===== config.mk =====
export PLATFORM = sky130hd
export DESIGN_NAME = cfg_serial_port
export DESIGN_NICKNAME = d
export VERILOG_FILES = /design/src/rtl/cfgp_pkg.sv /design/src/rtl/cfgp_sync.sv /design/src/rtl/cfgp_framer.sv /design/src/rtl/cfgp_regbank.sv /design/src/rtl/cfg_serial_port.sv
export SDC_FILE = /design/constraint.sdc
export NUM_CORES = 1
export LEC_CHECK = 0
export BUFFER_PORTS_ARGS = -buffer_cell sky130_fd_sc_hd__buf_2
export CAP_MARGIN = 20
export CORE_AREA = 10 10 65 67
export CTS_BUF_LIST = sky130_fd_sc_hd__clkbuf_2 sky130_fd_sc_hd__clkbuf_4 sky130_fd_sc_hd__clkbuf_8
export CTS_CLUSTER_DIAMETER = 150
export DETAILED_ROUTE_END_ITERATION = 10
export DIE_AREA = 0 0 75 77
export PLACE_DENSITY_LB_ADDON = 0.2
export SLEW_MARGIN = 20
export SYNTH_ARGS = -nofsm -noshare
export SYNTH_HDL_FRONTEND = slang
export SYNTH_SLANG_ARGS = --single-unit

===== constraint.sdc =====
create_clock -name clk -period 1.3 [get_ports clk]
set_input_delay 0.065 -clock clk [delete_from_list [all_inputs] [get_ports clk]]
set_output_delay 0.065 -clock clk [all_outputs]
set_load 0.02 [all_outputs]

===== src/rtl/cfgp_pkg.sv =====
package cfgp_pkg;

  localparam int WORD_W = 16;
  localparam int ADDR_W = 4;
  localparam int DATA_W = WORD_W - ADDR_W;

  typedef logic [ADDR_W-1:0] addr_t;
  typedef logic [DATA_W-1:0] data_t;

  localparam addr_t ADR_CLKLOOP = 4'b1101;
  localparam addr_t ADR_PATTERN = 4'b1110;
  localparam addr_t ADR_POWER   = 4'b1111;

  localparam int CLKLOOP_BIT = 1;
  localparam int PATTERN_LSB = 9;
  localparam int PATTERN_W   = 2;
  localparam int POWER_BIT   = 11;

  typedef struct packed {
    logic                 pwr;
    logic [PATTERN_W-1:0] pat;
    logic                 loop_off;
  } ctrl_t;

endpackage


===== src/rtl/cfgp_sync.sv =====
module cfgp_sync #(
  parameter int         W       = 3,
  parameter int         STAGES  = 2,
  parameter logic [W-1:0] RST_VAL = '0
) (
  input  logic         clk,
  input  logic         rst,
  input  logic [W-1:0] d_in,
  output logic [W-1:0] d_out
);

  logic [STAGES-1:0][W-1:0] stg;

  generate
    if (STAGES == 1) begin : g_single
      always_ff @(posedge clk) begin
        if (rst) stg <= {STAGES{RST_VAL}};
        else     stg <= d_in;
      end
    end else begin : g_chain
      always_ff @(posedge clk) begin
        if (rst) stg <= {STAGES{RST_VAL}};
        else     stg <= {stg[STAGES-2:0], d_in};
      end
    end
  endgenerate

  assign d_out = stg[STAGES-1];

endmodule


===== src/rtl/cfgp_framer.sv =====
module cfgp_framer #(
  parameter int WORD_W = 16
) (
  input  logic              clk,
  input  logic              rst,
  input  logic              sclk_s,
  input  logic              sdat_s,
  input  logic              sel_n_s,
  output logic              word_vld,
  output logic [WORD_W-1:0] word
);

  localparam int              CNT_W = $clog2(WORD_W);
  localparam logic [CNT_W-1:0] LAST  = CNT_W'(WORD_W - 1);

  logic              sclk_d;
  logic              fall;
  logic [CNT_W-1:0]  cnt;
  logic [WORD_W-2:0] shreg;

  // falling edge seen in the system domain, only inside a window
  assign fall = sclk_d & ~sclk_s & ~sel_n_s;

  always_ff @(posedge clk) begin
    if (rst) sclk_d <= 1'b0;
    else     sclk_d <= sclk_s;
  end

  always_ff @(posedge clk) begin
    if (rst) begin
      cnt      <= '0;
      shreg    <= '0;
      word     <= '0;
      word_vld <= 1'b0;
    end else begin
      word_vld <= 1'b0;
      if (sel_n_s) begin
        cnt <= '0;
      end else if (fall) begin
        if (cnt == LAST) begin
          word     <= {shreg, sdat_s};
          word_vld <= 1'b1;
          cnt      <= '0;
        end else begin
          shreg <= {shreg[WORD_W-3:0], sdat_s};
          cnt   <= cnt + 1'b1;
        end
      end
    end
  end

  // a deselected cycle always leaves the counter at zero
  p_cnt_restart_r8: assert property (@(posedge clk) disable iff (rst)
    sel_n_s |=> (cnt == '0));

  // nothing is committed on the cycle after a deselected one
  p_no_word_idle_r7: assert property (@(posedge clk) disable iff (rst)
    sel_n_s |=> !word_vld);

  // each commit is a single-cycle pulse
  p_vld_pulse_r6: assert property (@(posedge clk) disable iff (rst)
    word_vld |=> !word_vld);

endmodule


===== src/rtl/cfgp_regbank.sv =====
module cfgp_regbank
  import cfgp_pkg::*;
(
  input  logic              clk,
  input  logic              rst,
  input  logic              wr_vld,
  input  logic [WORD_W-1:0] wr_word,
  output ctrl_t             ctrl
);

  addr_t wr_addr;
  data_t wr_data;

  assign wr_addr = wr_word[WORD_W-1 -: ADDR_W];
  assign wr_data = wr_word[DATA_W-1:0];

  always_ff @(posedge clk) begin
    if (rst) begin
      ctrl <= '0;
    end else if (wr_vld) begin
      unique case (wr_addr)
        ADR_CLKLOOP: ctrl.loop_off <= wr_data[CLKLOOP_BIT];
        ADR_PATTERN: ctrl.pat      <= wr_data[PATTERN_LSB +: PATTERN_W];
        ADR_POWER:   ctrl.pwr      <= wr_data[POWER_BIT];
        default:     ;
      endcase
    end
  end


  p_reset_clears_r1: assert property (@(posedge clk)
    rst |=> (ctrl == '0));

  // no write, no change
  p_hold_idle_r5: assert property (@(posedge clk) disable iff (rst)
    !wr_vld |=> $stable(ctrl));

  // undecoded addresses leave all fields alone
  p_ignore_other_r5: assert property (@(posedge clk) disable iff (rst)
    (wr_vld && wr_addr != ADR_CLKLOOP && wr_addr != ADR_PATTERN && wr_addr != ADR_POWER)
      |=> $stable(ctrl));


  p_loop_write_r2: assert property (@(posedge clk) disable iff (rst)
    (wr_vld && wr_addr == ADR_CLKLOOP)
      |=> (ctrl.loop_off == $past(wr_data[CLKLOOP_BIT])) && $stable(ctrl.pat) && $stable(ctrl.pwr));


  p_pat_write_r3: assert property (@(posedge clk) disable iff (rst)
    (wr_vld && wr_addr == ADR_PATTERN)
      |=> (ctrl.pat == $past(wr_data[PATTERN_LSB +: PATTERN_W])) && $stable(ctrl.loop_off) && $stable(ctrl.pwr));


  p_pwr_write_r4: assert property (@(posedge clk) disable iff (rst)
    (wr_vld && wr_addr == ADR_POWER)
      |=> (ctrl.pwr == $past(wr_data[POWER_BIT])) && $stable(ctrl.loop_off) && $stable(ctrl.pat));

  // a committed word carries no unknown bits
  p_payload_known_r2: assert property (@(posedge clk) disable iff (rst)
    wr_vld |-> !$isunknown(wr_word));

endmodule


===== src/rtl/cfg_serial_port.sv =====
module cfg_serial_port
  import cfgp_pkg::*;
#(
  parameter int SYNC_STAGES = 2
) (
  input  logic       clk,
  input  logic       rst,
  input  logic       ser_clk,
  input  logic       ser_dat,
  input  logic       ser_sel_n,
  output logic       clkloop_off,
  output logic [1:0] test_sel,
  output logic       pwr_down
);

  logic [2:0]        raw;
  logic [2:0]        syn;
  logic              word_vld;
  logic [WORD_W-1:0] word;
  ctrl_t             ctrl;

  // order: {select_n, data, clock}; select idles high after reset
  assign raw = {ser_sel_n, ser_dat, ser_clk};

  cfgp_sync #(
    .W       (3),
    .STAGES  (SYNC_STAGES),
    .RST_VAL (3'b100)
  ) u_sync (
    .clk   (clk),
    .rst   (rst),
    .d_in  (raw),
    .d_out (syn)
  );

  cfgp_framer #(
    .WORD_W (WORD_W)
  ) u_framer (
    .clk      (clk),
    .rst      (rst),
    .sclk_s   (syn[0]),
    .sdat_s   (syn[1]),
    .sel_n_s  (syn[2]),
    .word_vld (word_vld),
    .word     (word)
  );

  cfgp_regbank u_regs (
    .clk     (clk),
    .rst     (rst),
    .wr_vld  (word_vld),
    .wr_word (word),
    .ctrl    (ctrl)
  );

  assign clkloop_off = ctrl.loop_off;
  assign test_sel    = ctrl.pat;
  assign pwr_down    = ctrl.pwr;

endmodule


==> summary.txt <==
Outcome
  – Run status: completed

Critical path
  – Buffers & Inverters on Critical Path: 1
  – Critical Path AT: 1.53 ns
  – Worst R2R Path Depth: 5
  – Worst R2R Setup Slack: 0.002 ns
  – Critical path's slowest cell: sky130_fd_sc_hd__dfxtp_2
  – CP startpoint kind: flip-flop
  – Top fanout value on the critical path: 6
  – CP top delay family: simple AND/OR/NAND/NOR gates
  – Endpoint type of the worst setup path: flip-flop
  – CP Cell Sequence: ha_4, nand3_2, or3_4, buf_6, mux2i_1
  – Worst setup path endpoint: u_framer.word[10]
  – Crit path depth: 5
  – Reg-to-Reg Start: u_framer.cnt[0]
  – Classification of the worst setup path: reg2reg
  – Required time worst endpoint: 1.53 ns
  – Reg-to-Reg End: u_framer.word[10]
  – Delay of the slowest cell on the worst path: 0.37 ns
  – Source of the critical timing path: u_framer.cnt[0]

Logic synthesis
  – Synth cell types: 29
  – Post-Synthesis Cell Area: 1500 um^2
  – FFs w/ async S/R, synth: 0
  – Syn Area/Cell: 11.1 um^2
  – Number of synthesized flops with an enable pin: 0
  – Net count after synthesis: 141
  – Post-synth top flop: sky130_fd_sc_hd__dfxtp_1
  – Synthesized flop and latch total: 39
  – Part of the Yosys area used for sequential elements: 0.521
  – Number of warnings reported in the yosys synthesis log: 0
  – Cell count after synthesis: 135

GRT
  – Initial antenna violation count: 0
  – Total routing resource utilization after global routing: 0.0932
  – Via count of the first global-routing pass: 945
  – Wire length of the first global-routing pass: around 4.2 mm
  – Maximum number of pins on one net before global-route repair: 40
  – Total gr overflow: 0

CTS
  – Clock latency at the later pin of the worst-skew pair: 0.34 ns
  – Number of sinks driven by the clock tree: 39
  – CTS Buf Count: 5
  – Longest Clk Path Bufs: 2
  – H-tree Lvls: 2
  – Clock transition time at the flip-flop clock pins of the worst setup and hold paths: roughly 0.11 ns
  – Library cell used as clock root buffer: sky130_fd_sc_hd__clkbuf_4
  – CTS tree: done

Power
  – Net switching power of the design: 0.000407 W
  – Register share of total power: 0.646
  – P_int: 0.00147 W
  – Max rail drop VDD: between 0.0007 and 0.0008 V
  – Switching power share of the total: 0.217
  – Power per Cell Area: 1090 nW/um^2
  – Leakage Power: 0.635 nW
  – Comb pwr share: 0.028
  – Fraction of power consumed by the clock network: 0.326

Hold path
  – Type of the most critical hold path: in2reg

Placement
  – Placer Congestion: 0.703
  – Detailed Place HPWL: 1.59 mm
  – Number of cells after detailed placement: 175
  – Count of buffers from port buffering: 8

Die
  – X dimension of the die: 75 um
  – Initial standard-cell utilization of the core: 0.503
  – Boundary pin count: 9
  – Core area: a little under 3000 um^2
  – Overall die height: 77 um
  – Standard-cell row count: 20
  – Die Footprint: ~5800 um^2

Timing
  – Post-route minimum period: 1.30 ns
  – Setup Skew: 0.00562 ns
  – Max-slew violation count: 0
  – Final Hold Vio Count: 0
  – Worst slew margin relative to its limit: 0.653
  – Unrepaired setup endpoints after global routing: true
  – Slew at the pin with the worst max-slew slack: between 0.5 and 0.6 ns
  – Final clock period utilization by the worst path: 0.999
  – Final Hold Slack: approximately 0.18 ns
  – Max Clock Freq: 770 MHz
  – Count of final setup violators: 0

Final layout
  – Number of filler instances in the final layout: 267
  – Final core utilization: 0.575
  – Final net count: between 150 and 200
  – Commonest cells after routing, fill and taps aside: sky130_fd_sc_hd__dfxtp_1, sky130_fd_sc_hd__nand2b_1, sky130_fd_sc_hd__mux2i_1
  – Most common cell after layout, fill and taps aside: sky130_fd_sc_hd__dfxtp_1
  – Area grow syn2layout: 14.2%
  – Final standard cell count with taps included and fillers excluded: between 150 and 200
  – Final antenna diode count: 0
  – Share of layout cells above drive strength 1: 0.214

Routing
  – DRC errors left: 0
  – Final routed wirelength across all metal layers: 2.32 mm
  – Avg WL per Cell: between 10 and 15 um
  – Detail Route Antenna Nets: 0
  – Detail-routed via count per cell: 5.03
  – First-pass detailed-route iteration total: 4
  – Vias: 940
  – Violation count after the first detailed-routing iteration: 32

Run
  – Max-cap violation count: 0
==> power groups by stage <==
stage | Clock, W | Sequential [W] | Combinational (W)
2_1_floorplan | 0 | 0.00124 | 0.0000369
3_3_place_gp | 0 | 0.00124 | 0.0000458
3_5_place_dp | 0 | 0.00124 | 0.0000468
4_1_cts | 0.000638 | 0.00121 | 0.0000540
5_1_grt | 0.000688 | 0.00121 | 0.0000586
6_report | 0.000610 | 0.00121 | 0.0000532
==> per-stage QoR <==
stage	power [W]	setup WS, ns	setup TNS, ns	cell area (um^2)
floorplan	0.00127	0.0124	0	1510
global placement	0.00128	0.0250	0	1610
detailed placement	0.00128	-0.0223	-0.0704	1610
CTS	0.00190	-0.00350	-0.00642	1710
global route	0.00196	-0.0609	-0.880	1710
finish	0.00187	0.00169	0	1710
==> routing by layer <==
metal,part of all wire,wire length (um),up-vias,track usage
met5,0,0,-,0
met4,0.022,52,0,0.0568
met3,0.035,80,5,0.0296
met2,0.47,1080,10,0.138
met1,0.48,1110,432,0.113
li1,-,-,493,-
==> repair_timing <==
item,4_1_cts,5_1_grt
pin swaps,1,0
gates cloned,0,0
setup endpoints to repair,5,23
resized for setup,2,0
hold buffers,3,0
setup buffers,1,0
endpoints found under the hold margin,3,0
==> kinds of logic (layout without fill, tap and decap cells) <==
family                   Yosys count  after routing  share of synthesized area
AO/OA/AOI/OAI                      6              6                     0.0242
XOR/XNOR                           2              2                     0.0117
adder cells (fa/ha/maj)            1              1                    0.00835
buffers and inverters              8             27                     0.0325
flip-flops                        39             39                      0.521
multiplexers                      26             26                      0.174
AND/OR/NAND/NOR                   53             53                      0.229
==> synthesized netlist by cell type, drive strengths merged (2+ instances only) <==
master / count / share of area
nor3: 4 / 0.013
clkbuf: 3 / 0.0075
or2: 2 / 0.0083
buf: 4 / 0.023
nand3: 2 / 0.010
o31ai: 2 / 0.010
nor2b: 8 / 0.033
nor2: 2 / 0.0050
nand4: 2 / 0.0083
dfxtp: 39 / 0.52
mux2i: 26 / 0.17
nand2b: 27 / 0.12
o21ai: 2 / 0.0067
==> cell type report <==
cell class                      instances  area, um^2  share of cell area
Multi-Input combinational cell         88         687               0.401
Timing Repair Buffer                   18         139              0.0811
Clock buffer                            6        45.0              0.0263
Tap cell                               33        41.3              0.0241
Clock inverter                          2        12.5             0.00731
Sequential cell                        39         783               0.458
Inverter                                1        3.75             0.00219
==> worst min path at each step <==
stage | start | cells past startpoint | endpoint | slack, ns
floorplan | ser_sel_n | 1 | u_sync.stg[2] | 0.17
global placement | ser_sel_n | 2 | u_sync.stg[2] | 0.25
detailed placement | ser_sel_n | 2 | u_sync.stg[2] | 0.26
CTS | rst | 2 | u_framer.word_vld | 0.18
global route | rst | 2 | u_framer.sclk_d | 0.22
finish | rst | 2 | u_framer.word_vld | 0.18
==> worst reg2reg max path, stage by stage (launching register included) <==
cell,delay (ns)
sky130_fd_sc_hd__dfxtp_2,0.37
sky130_fd_sc_hd__ha_4,0.14
sky130_fd_sc_hd__nand3_2,0.08
sky130_fd_sc_hd__or3_4,0.34
sky130_fd_sc_hd__buf_6,0.15
sky130_fd_sc_hd__mux2i_1,0.11
==> registers in the layout (all words and copies together) (netlist names) <==
register,cells
u_framer.word_vld,1
u_regs.ctrl,4
u_framer.sclk_d,1
u_framer.word,8
u_sync.stg,3
u_sync.d_out,3
u_framer.shreg,15
u_framer.cnt,4
Power figures use the tool's default switching activity.
